## src/rtl/lut_cell_pkg.sv

```systemverilog
package lut_cell_pkg;
  // Number of configuration bits for a table with w select inputs.
  function automatic int chain_len(input int w);
    return (1 << w) + 2;
  endfunction

  // Position of the output-register enable in the chain.
  function automatic int reg_pos(input int w);
    return (1 << w);
  endfunction

  // Position of the RAM-mode enable, the last bit shifted in.
  function automatic int ram_pos(input int w);
    return (1 << w) + 1;
  endfunction

  typedef enum logic {OUT_DIRECT = 1'b0, OUT_FLOPPED = 1'b1} out_sel_e;
endpackage

```

## src/rtl/cfg_store.sv

```systemverilog
module cfg_store
  import lut_cell_pkg::*;
#(
  parameter int SEL_W = 4
) (
  input  logic                  clk,
  input  logic                  rst_n,
  input  logic                  cfg_en,
  input  logic                  cfg_in,
  input  logic                  we,
  input  logic                  din,
  input  logic [SEL_W-1:0]      addr,
  output logic [(1<<SEL_W)-1:0] tbl,
  output logic                  reg_en,
  output logic                  ram_mode
);
  localparam int DEPTH = 1 << SEL_W;
  localparam int CLEN  = chain_len(SEL_W);
  localparam int RPOS  = reg_pos(SEL_W);
  localparam int MPOS  = ram_pos(SEL_W);

  logic [CLEN-1:0] chain;
  logic            wr_fire;   // RAM write accepted this cycle
  logic            shift_ev;  // configuration shift this cycle

  assign shift_ev = cfg_en;
  assign wr_fire  = !cfg_en && we && ram_mode;

  always_ff @(posedge clk) begin
    if (shift_ev) begin
      chain <= {cfg_in, chain[CLEN-1:1]};
    end else if (wr_fire) begin
      chain[addr] <= din;
    end
  end

  assign tbl      = chain[DEPTH-1:0];
  assign reg_en   = chain[RPOS];
  assign ram_mode = chain[MPOS];

  // newest bit appears at the RAM-mode end, older bit moves one step
  a_r1_shift_in: assert property (@(posedge clk) disable iff (!rst_n)
    shift_ev |=> ram_mode == $past(cfg_in));
  a_r1_shift_along: assert property (@(posedge clk) disable iff (!rst_n)
    shift_ev |=> reg_en == $past(ram_mode));
  // accepted write lands at the addressed location
  a_r7_write_lands: assert property (@(posedge clk) disable iff (!rst_n)
    wr_fire |=> tbl[$past(addr)] == $past(din));
  // no shift and no accepted write leaves the chain frozen
  a_r8_frozen: assert property (@(posedge clk) disable iff (!rst_n)
    (!shift_ev && !wr_fire) |=> $stable(chain));
endmodule

```

## src/rtl/lut_read.sv

```systemverilog
module lut_read #(
  parameter int SEL_W = 4
) (
  input  logic [(1<<SEL_W)-1:0] tbl,
  input  logic [SEL_W-1:0]      sel,
  output logic                  y
);
  localparam int DEPTH = 1 << SEL_W;

  function automatic logic pick(input logic [DEPTH-1:0] t, input logic [SEL_W-1:0] s);
    return t[s];
  endfunction

  assign y = pick(tbl, sel);
endmodule

```

## src/rtl/out_stage.sv

```systemverilog
module out_stage
  import lut_cell_pkg::*;
(
  input  logic clk,
  input  logic rst_n,
  input  logic hold,
  input  logic d,
  input  logic reg_en,
  output logic y
);
  logic     q_r;
  out_sel_e mode;

  assign mode = out_sel_e'(reg_en);

  always_ff @(posedge clk or negedge rst_n) begin
    if (!rst_n)     q_r <= 1'b0;
    else if (!hold) q_r <= d;
  end

  assign y = (mode == OUT_FLOPPED) ? q_r : d;

  // flip-flop frozen while configuring
  a_r6_hold: assert property (@(posedge clk) disable iff (!rst_n)
    hold |=> $stable(q_r));
  // flip-flop captures the table value otherwise
  a_r4_capture: assert property (@(posedge clk) disable iff (!rst_n)
    !hold |=> q_r == $past(d));
endmodule

```

## src/rtl/lut_logic_cell.sv

```systemverilog
module lut_logic_cell #(
  parameter int SEL_W = 4
) (
  input  logic             clk,
  input  logic             rst_n,
  input  logic             cfg_en,
  input  logic             cfg_in,
  input  logic [SEL_W-1:0] sel,
  input  logic             we,
  input  logic             din,
  output logic             cell_out
);
  localparam int DEPTH = 1 << SEL_W;

  logic [DEPTH-1:0] tbl;
  logic             reg_en;
  logic             ram_mode;
  logic             lut_val;

  cfg_store #(.SEL_W(SEL_W)) u_store (
    .clk(clk), .rst_n(rst_n), .cfg_en(cfg_en), .cfg_in(cfg_in),
    .we(we), .din(din), .addr(sel),
    .tbl(tbl), .reg_en(reg_en), .ram_mode(ram_mode)
  );

  lut_read #(.SEL_W(SEL_W)) u_read (
    .tbl(tbl), .sel(sel), .y(lut_val)
  );

  out_stage u_out (
    .clk(clk), .rst_n(rst_n), .hold(cfg_en), .d(lut_val),
    .reg_en(reg_en), .y(cell_out)
  );
endmodule

```

## config.mk

```make
export PLATFORM = sky130hd
export DESIGN_NAME = lut_logic_cell
export DESIGN_NICKNAME = d
export VERILOG_FILES = /design/src/rtl/lut_cell_pkg.sv /design/src/rtl/cfg_store.sv /design/src/rtl/lut_read.sv /design/src/rtl/out_stage.sv /design/src/rtl/lut_logic_cell.sv
export SDC_FILE = /design/constraint.sdc
export NUM_CORES = 1
export LEC_CHECK = 0
export BUFFER_PORTS_ARGS = -buffer_cell sky130_fd_sc_hd__buf_2
export CELL_PAD_IN_SITES_DETAIL_PLACEMENT = 1
export CELL_PAD_IN_SITES_GLOBAL_PLACEMENT = 1
export CORE_MARGIN = 1
export CORE_UTILIZATION = 48
export CTS_CLUSTER_DIAMETER = 200
export DETAILED_ROUTE_END_ITERATION = 12
export GPL_TIMING_DRIVEN = 0
export PLACE_DENSITY = 0.81
export SLEW_MARGIN = 20
export SYNTH_ARGS = -nofsm -noshare
export SYNTH_HDL_FRONTEND = slang
export SYNTH_SLANG_ARGS = --single-unit
```

## constraint.sdc

```tcl
create_clock -name clk -period 3.2 [get_ports clk]
set_clock_uncertainty 0.1 [all_clocks]
set_input_delay 0.16 -clock clk [delete_from_list [all_inputs] [get_ports clk]]
set_output_delay 0.16 -clock clk [all_outputs]
set_load 0.005 [all_outputs]
```

== Yosys cells after proc, flatten, opt, wreduce, memory -nomap -nowiden ==
Index checks and enable logic that the tools add are counted.
Word-level totals
  bits of input ports: 10
  bits in writable memories: 0
  bits in read-only memories: 0
  memories: 0
  register bits: 19
  bits in latches: 0
  output and inout port bits: 1
Cells by class
  $lt $le $gt $ge: 3
  $add $sub $neg: 0
  $mul: 0
  divide/modulo/power cells: 0
  shift operators: 0
  bitwise gates (word level): 0
  multiplexer cells: 8
  equality and inequality tests: 0
  reduce and logical (&&, ||, !) cells: 5
Operator list (number)
  $mux 18: 2
  $bwmux 18: 1
  $lt 4x6->1 const B: 1
  $lt 4x5->1 const B: 1
  $bmux 1 s4: 1
  $demux 1 s4: 1
  $ge 4x1->1 const B: 1
  $logic_and 1x1->1: 3
  $mux 1: 3
  $reduce_bool 2->1: 1
  $logic_not 1->1: 1

== Logic depth before layout (Yosys ltp) ==
Gate-level depths: netlist of run 1.
  depth after elaboration: 7
  mapped depth: 6

== Cells and area by module ==
A second synthesis of run 1 with hierarchy kept.
Unflattened totals
  cells, all modules: 97
  area, all modules: 1278.7 um^2
Modules (own cells, without submodules)
  cfg_store: area each 1092.3 um^2, times used 1, seq. area each 540.5 um^2, cells an instance 87
  lut_read: area each 135.1 um^2, times used 1, seq. area each 0.0 um^2, cells an instance 7
  out_stage: area each 51.3 um^2, times used 1, seq. area each 25.0 um^2, cells an instance 3

== Worst setup path before layout of run 1 ==
Ideal clock, no wire load.
  path type: reg2out
  from: reg u_store.chain[6]
  to: out cell_out
  stages on the path, launching flop included: 5
  slack: 1766 ps
  required time: 2940 ps
  arrival: 1174 ps
  cell sequence: edfxtp_1 > mux4_2 > o22a_1 > nor2_1 > a311oi_1
Between the ends
  cells in the longest elaborated chain, start to end: 3
Ends and longest elaborated chain
  start: declaration: line cfg_store.sv:22  | logic [CLEN-1:0] chain;
  start signal: assignment: line cfg_store.sv:31  | chain <= {cfg_in, chain[CLEN-1:1]};
  start signal: indexed assignment: line cfg_store.sv:33  | chain[addr] <= din;
  $bmux 1 s4: line lut_read.sv:11  | return t[s];
  $mux 1 (not written as such): line lut_read.sv:11
  $mux 1: line out_stage.sv:21  | assign y = (mode == OUT_FLOPPED) ? q_r : d;
  end: declaration: line lut_logic_cell.sv:11  | output logic cell_out
No other way between the ends. The select of a mux whose other input is x is not followed.

== Final worst setup path of run 1 ==
Ends and elaborated chain as after synthesis.

==> results.md, run 1 <==
* Footprint of the multi-input gates at 536 sq um
* Clk pwr share at roughly a quarter
* RR Startpoint: u_store.chain[6]
* Pins Over Slew Limit at 0
* CTS tree: yes
* Cells after Synth at 113
* Rel. slew slack at 67.7%
* M1 WL at 1.38 mm
* Final nets at roughly 140
* Die ar. at 2630 sq um
* Number of synthesized register bits at 19
* Status: finished, final reports clean
* TritonCTS Sinks at 19
* Die height at 51.2 microns
* Leading area contributor after synthesis: edfxtp_1
* Setup-failing EPs final at 0
* Slowest Stage Delay on Critical Path at 0.48 ns
* Most common flop cell mapped by yosys: edfxtp_1
* Num CTS Buffers at 3
* Flop2flop setup slack at 1.63 ns
* Reg clk slew, reported paths at between 0.1 and 0.15 ns
* Class of the worst hold path: input pin to register
* Final ANT Viol Nets at 0
* Post-synthesis sequential area ratio at 48.6%
* Clock root cell: clkbuf_4
* Initial antenna violation count at 0
* # port buffers at 7
* Critical path depth in cells at 5
* Period Utilization, post-route at 64.6%
* Worst setup path end: cell_out
* Syn avg cell area at 10.3 sq um
* Worst reg-to-reg path cell count at 4
* Clk Latency, worst-skew pair at 0.31 ns
* Most numerous cell in the Yosys netlist: edfxtp_1
* CP bufs+invs at 1
* Largest cells by area after synthesis: edfxtp_1 46%, nand2_1 5.5%, o21ai_0 5.2%, a22o_1 4.5%, mux4_2 3.9%
* Post-Syn Area at 1160 sq um
* Sequential Power Share at a little under 60%
* Post-synth ARST share at 5.26%
* FMAX at ~480 MHz
* Via count at between 900 and 1,000
* Vias per cell at about 6.5
* CP delay by family, top: multiplexers
* Sw frac at 27.5%
* Worst Tran Pin Value at 0.484 ns
* First-pass iteration count of the detailed router at 4
* Count of cell types in the netlist at 30
* CTS H-Tree Depth at 1
* Num rows at 17
* Placed instance count at about 150
* Most frequent cells after synthesis: 18 x edfxtp_1, 17 x nand2_1, 12 x o21ai_0
* Slowest CP cell: mux4_2
* WL met2 at between 1.5 and 2 mm
* Synthesized Nets at approximately 120
* DRT Wirelength at approximately 3.2 mm
* CP max FO at 2
* # diodes at 0
* Cts hold-fix bufs at 1
* Setup crit start: u_store.chain[6]
* DRT iter0 DRCs at 22
* Setup crit end kind: primary output
* Routability Congestion at 0.831
* Post-layout min period at 2.07 ns
* Grt ovf at 0
* Fill count at 274
* Post-CTS sizing at 0
* VDD IR max at roughly 0.28 mV
* Starting Density at between 50% and 60%
* Internal at ~380 uW
* DRC violations left at 0
* Largest net degree at the start of global routing at 11
* Combinational Power Share at 17.4%
* Startpoint type of the worst setup path: register
* FF/Latch Area at 566 sq um
* Data required, critical path at 2.94 ns
* R2r endpoint: u_out.q_r
* YS warnings at 0
* Total GRT Usage at 28.6%
* Final non-filler cell total at 153
* Routed length per instance at about 21 microns
* Vias in the first global route at 1,063
* Setup TNS at 0 ns
* Hold Vio Cnt, Final at 0
* Global-route wire length before repair at 5.22 mm
* HPWL Detailed at 2.39 mm
* IO Count at 11
* Max cap viols at 0
* CORE AREA at 2250 sq um
* RSZ-0062 raised after global routing: false
* Power per cell area at about 410 nW/um^2
* Die X at approximately 51 microns
* Area Growth Syn to Fin at 9.14%
* Max layer used: met4
* Total net switching power at roughly 140 uW
* Leak at 0.000475 uW
* Post-CTS setup buffer count at 0
* Met3 WL at about 210 microns
* Maximum root-to-sink buffer count at 2
* Arrival time worst endpoint at 1.81 ns
* EDFF count, synth at 18
* CP cell instances: mux4_2 -> o22a_1 -> nor2_1 -> a311oi_1 -> buf_2
* Yosys top cell area share at 46.5%
* Crit Path Category: register to primary output
* Layout cell share with drive strength beyond 1 at 15.2%
area by class of cell:
type	count	area share [%]
timing repair buffer	8	3.55
inverter	2	0.591
clock buffer	4	2.07
sequential	19	44.5
multi-input combinational	83	42.2
tap	28	2.76
buffer	9	4.33
sequential cells by signal, indices dropped and copies added (netlist names):
register and flops:
u_out.q_r 1, u_store.chain 18
metrics by stage:
step | hold slack [ns] | instance area [sq um] | power [uW] | setup slack [ns] | utilization, %
final | 0.0232 | 1270 | 524 | 1.13 | 56.3
after global routing | 0.0326 | 1270 | 538 | 1.11 | 56.3
after CTS | 0.0371 | 1270 | 521 | 1.15 | 56.3
after detailed placement | -0.161 | 1230 | 400 | 1.49 | 54.7
after global placement | -0.163 | 1230 | 394 | 1.52 | 54.7
after floorplan | -0.236 | 1160 | 367 | 1.77 | -
power groups by stage:
stage	sequential, uW	combinational (uW)	clock [uW]
after floorplan	304	62.7	0
after global placement	310	84.8	0
after detailed placement	311	89.8	0
after CTS	305	91.4	125
after global routing	307	100	131
final	306	91.3	127
worst min path at each step:
stage	from	to	slack, ns	cells past startpoint
2_1_floorplan	rst_n	u_out.q_r	-0.24	0
3_3_place_gp	rst_n	u_out.q_r	-0.16	1
3_5_place_dp	rst_n	u_out.q_r	-0.16	1
4_1_cts	cfg_en	u_store.chain[16]	0.04	1
5_1_grt	cfg_en	u_store.chain[16]	0.03	1
6_report	cfg_en	u_store.chain[16]	0.02	1
kinds of logic after synthesis:
family	share of synthesized area (%)
buffers and inverters	5.38
muxes	7.31
AOI/OAI and AO/OA	21.2
DFF	48.6
and+or+nand+nor	17.5
placed cells by master, fill, tap and decap left out, types with 3 or more instances in the layout:
master    synthesis  layout
nor2_1            8       8
a32o_1            4       4
nor2b_1           3       3
mux2i_1           4       4
clkbuf_4          0       3
buf_2             2       9
edfxtp_1         18      18
o31ai_1           6       6
nand3_1           3       3
clkbuf_1          3       4
o21ai_0          12      12
a22o_1            6       6
nand2_1          17      17
and2_1            3       3
per-layer routing:
layer / track usage (%) / vias to the layer above
li1: - / 453
met5: 0 / -
met2: 50.7 / 43
met3: 4.46 / 7
met4: 8.11 / 0
met1: 35.9 / 489
No activity file was read; power rests on OpenSTA's default activity.
==> inputs of run 2 (changes only) <==
ABC_AREA = 1   (was default)
CORE_UTILIZATION = 42   (was 48)
PLACE_DENSITY = 0.78   (was 0.81)
clock period = 2.2 ns   (was 3.2 ns; I/O delays follow)
==> run 2 against run 1 <==
Critical endpoint unchanged. Via count grew 10%. Hold slack better by 0.096 ns. Synthesized cell count increased by 41%. Combinational power grew 42%. First-iteration DRC count grew 18%. Highest routed layer unchanged. Final cell count is 33% higher. Critical path depth up 4.
==> results.md, run 2 <==
* Cts hold-fix bufs at 3 (+2)
* Post-synthesis sequential area ratio at 49.0% (+0.37 points)
* CTS H-Tree Depth at 1 (unchanged)
* Final nets at 185 (+36%)
* Post-CTS setup buffer count at 0 (unchanged)
* Final ANT Viol Nets at 0 (unchanged)
* Period Utilization, post-route at 74.9%
* Via count at 1,094 (+10%)
* Largest registers: u_store.chain (18), u_out.q_r (1)
* VDD IR max at 0.372 mV (+31%)
* Max cap viols at 0 (unchanged)
* Number of synthesized register bits at 19 (unchanged)
* TritonCTS Sinks at 19 (unchanged)
* Largest register FFs at 18 (unchanged)
* # port buffers at 8 (+1)
* Count of cell types in the netlist at 13 (-57%)
* Most numerous cell in the Yosys netlist: nand2_1
* Die ar. at 2960 sq um (+13%)
* Largest cells by area after synthesis: edfxtp_1 47%, nand2_1 25%, o21ai_0 13%, inv_1 3.6%, dfrtp_1 2.2%
* Status: finished, final reports clean
* Cells after Synth at 159 (+41%)
* Class of the worst hold path: input pin to register
* Most frequent cells after synthesis: 77 x nand2_1, 29 x o21ai_0, 18 x edfxtp_1
* Routed length per instance at 15.3 microns (-27%)
* Largest net degree at the start of global routing at 12 (+1)
* Setup-failing EPs final at 0 (unchanged)
* Die X at 54.4 microns (+6.2%)
* Num rows at 18 (+1)
* Routability Congestion at 0.782 (-6.0%)
* Finished Cell Area at 1290 sq um (+1.6%)
* Global-route wire length before repair at 4.97 mm (-4.6%)
* Maximum root-to-sink buffer count at 2 (unchanged)
* Syn avg cell area at 7.26 sq um (-29%)
* Yosys top cell area share at 46.8% (+0.35 points)
* Post-layout min period at approximately 1.6 ns
* Commonest non-fill, non-tap cell in the layout: nand2_1
* IO Count at 11 (unchanged)
* EDFF count, synth at 18 (unchanged)
* Most frequent cells in the layout: 77 x nand2_1, 29 x o21ai_0, 18 x edfxtp_1
* Leading area contributor after synthesis: edfxtp_1
* Area Growth Syn to Fin at 11.7%
* FMAX at 607 MHz
* Num CTS Buffers at 3 (unchanged)
* CORE AREA at 2540 sq um (+13%)
* Leak at 0.000575 uW (+21%)
* Most common flop cell mapped by yosys: edfxtp_1
* Total GRT Usage at 24.8% (-3.8 points)
* Starting Density at 45.4% (-6.2 points)
* Initial antenna violation count at 0 (unchanged)
* Setup crit start: u_store.chain[4]
* Power per cell area at 588 nW/um^2 (+42%)
* RSZ-0062 raised after global routing: false
* Grt ovf at 0 (unchanged)
* Rel. slew slack at 70.5% (+2.7 points)
* Setup crit end kind: primary output
* Synthesized Nets at 169 (+37%)
* HPWL Detailed at 2.34 mm (-2.5%)
* Arrival time worst endpoint at 1.44 ns (-0.37 ns)
* RR Startpoint: u_store.chain[17]
* Worst setup path end: cell_out
* Post-Syn Area at 1150 sq um (-0.75%)
* Placed cell areas at 1230 sq um (-0.10%)
* Hold Vio Cnt, Final at 0 (unchanged)
* Fill count at 344 (+26%)
* Worst Tran Pin Value at 0.443 ns (-0.0412 ns)
* Data required, critical path at 1.99 ns (-0.95 ns)
* Vias per cell at 5.36 (-17%)
* Most flops, register: u_store.chain
* Reg clk slew, reported paths at 0.13 ns (+0.02 ns)
* First-pass iteration count of the detailed router at 4 (unchanged)
* Die height at 54.4 microns (+6.2%)
* Post-CTS sizing at 0 (unchanged)
* DRT iter0 DRCs at 26 (+18%)
* R2r endpoint: u_store.chain[6]
* Startpoint type of the worst setup path: register
* Clock root cell: clkbuf_4
* YS warnings at 0 (unchanged)
* Vias in the first global route at 1,037 (-2.4%)
* Post-synth ARST share at 5.26% (unchanged)
* Layout cell share with drive strength beyond 1 at 10.9% (-4.3 points)
* CP max FO at 2 (unchanged)
* Crit Path Category: register to primary output
* Clk Latency, worst-skew pair at 0.32 ns (about the same)
* CTS tree: yes
* Flop2flop setup slack at 0.66 ns (-0.97 ns)
* Pins Over Slew Limit at 0 (unchanged)
* Worst reg-to-reg path cell count at 3 (-1)
* # diodes at 0 (unchanged)
* DRT Wirelength at 3.13 mm (-2.7%)
* Setup TNS at 0 ns (unchanged)
* DRC violations left at 0 (unchanged)
==> run 2: changes by cell type in the layout (fill, tap and decap cells not counted), sizes merged, moves of 3 or more <==
cell   previous run  this run
o31ai             6         0
mux2i             4         0
a32o              4         0
o22ai             0         3
nand3             3         0
nand2            17        77
inv               2        12
and2              3         0
nor2b             3         0
o21ai            12        33
a22o              6         0
==> run 2: worst min path at each step <==
| stage | end | startpoint | cells after the start | slack (ns) |
|---|---|---|---|---|
| 2_1_floorplan | u_out.q_r | rst_n | 0 | -0.29 |
| 3_3_place_gp | u_out.q_r | rst_n | 1 | -0.22 |
| 3_5_place_dp | u_out.q_r | rst_n | 1 | -0.21 |
| 4_1_cts | u_store.chain[0] | cfg_en | 3 | 0.12 |
| 5_1_grt | u_store.chain[0] | cfg_en | 3 | 0.14 |
| 6_report | u_store.chain[0] | cfg_en | 3 | 0.12 |
==> run 2: final cells by class <==
type	instances	area [sq um]	area share, %
Buffer	9	46.3	3.59
Clock buffer	3	22.5	1.75
Clock inverter	1	5.00	0.388
Inverter	12	45.0	3.49
Multi-Input combinational cell	119	498	38.6
Sequential cell	19	566	43.8
Tap cell	30	37.5	2.91
Timing Repair Buffer	11	70.1	5.43
==> run 2: report_power, final <==
part	switching [uW]	internal [uW]	total, uW
clock network	124	68.0	192
registers	11.7	425	437
logic	86.7	42.9	130
==> run 2: critical path: stages, from the launching register on <==
cell	delay (ns)
edfxtp_1	0.43
nand2_1	0.08
nand2_1	0.05
nand2_1	0.06
nand2_1	0.05
nand2_1	0.05
nand2_1	0.08
o21ai_1	0.14
nand2_1	0.06
buf_2	0.12
==> run 2: routing by layer <==
metal	wire length, microns	part of all wire [%]	vias up	track usage [%]
met4	21	0.67	0	6.41
met1	1440	46	527	32.1
met3	94	3.0	2	2.50
met5	0	0	-	0
li1	-	-	547	-
met2	1570	50	18	43.7
==> run 2: logic make-up after synthesis <==
logic type      Yosys count  share of synthesized area, %
simple gates             83                          27.2
compound gates           36                          15.9
buf+inv                  21                          7.91
flops                    19                          49.0
==> run 2: through the flow <==
step / cells / setup WS [ns] / power (uW) / hold WS (ns) / util, %
3_5_place_dp: 197 / 0.666 / 570 / -0.214 / 48.4
4_1_cts: 204 / 0.539 / 763 / 0.120 / 50.7
3_3_place_gp: 197 / 0.685 / 564 / -0.216 / 48.4
2_1_floorplan: 159 / 1.00 / 525 / -0.286 / -
6_report: 204 / 0.553 / 758 / 0.119 / 50.7
5_1_grt: 204 / 0.438 / 791 / 0.136 / 50.7
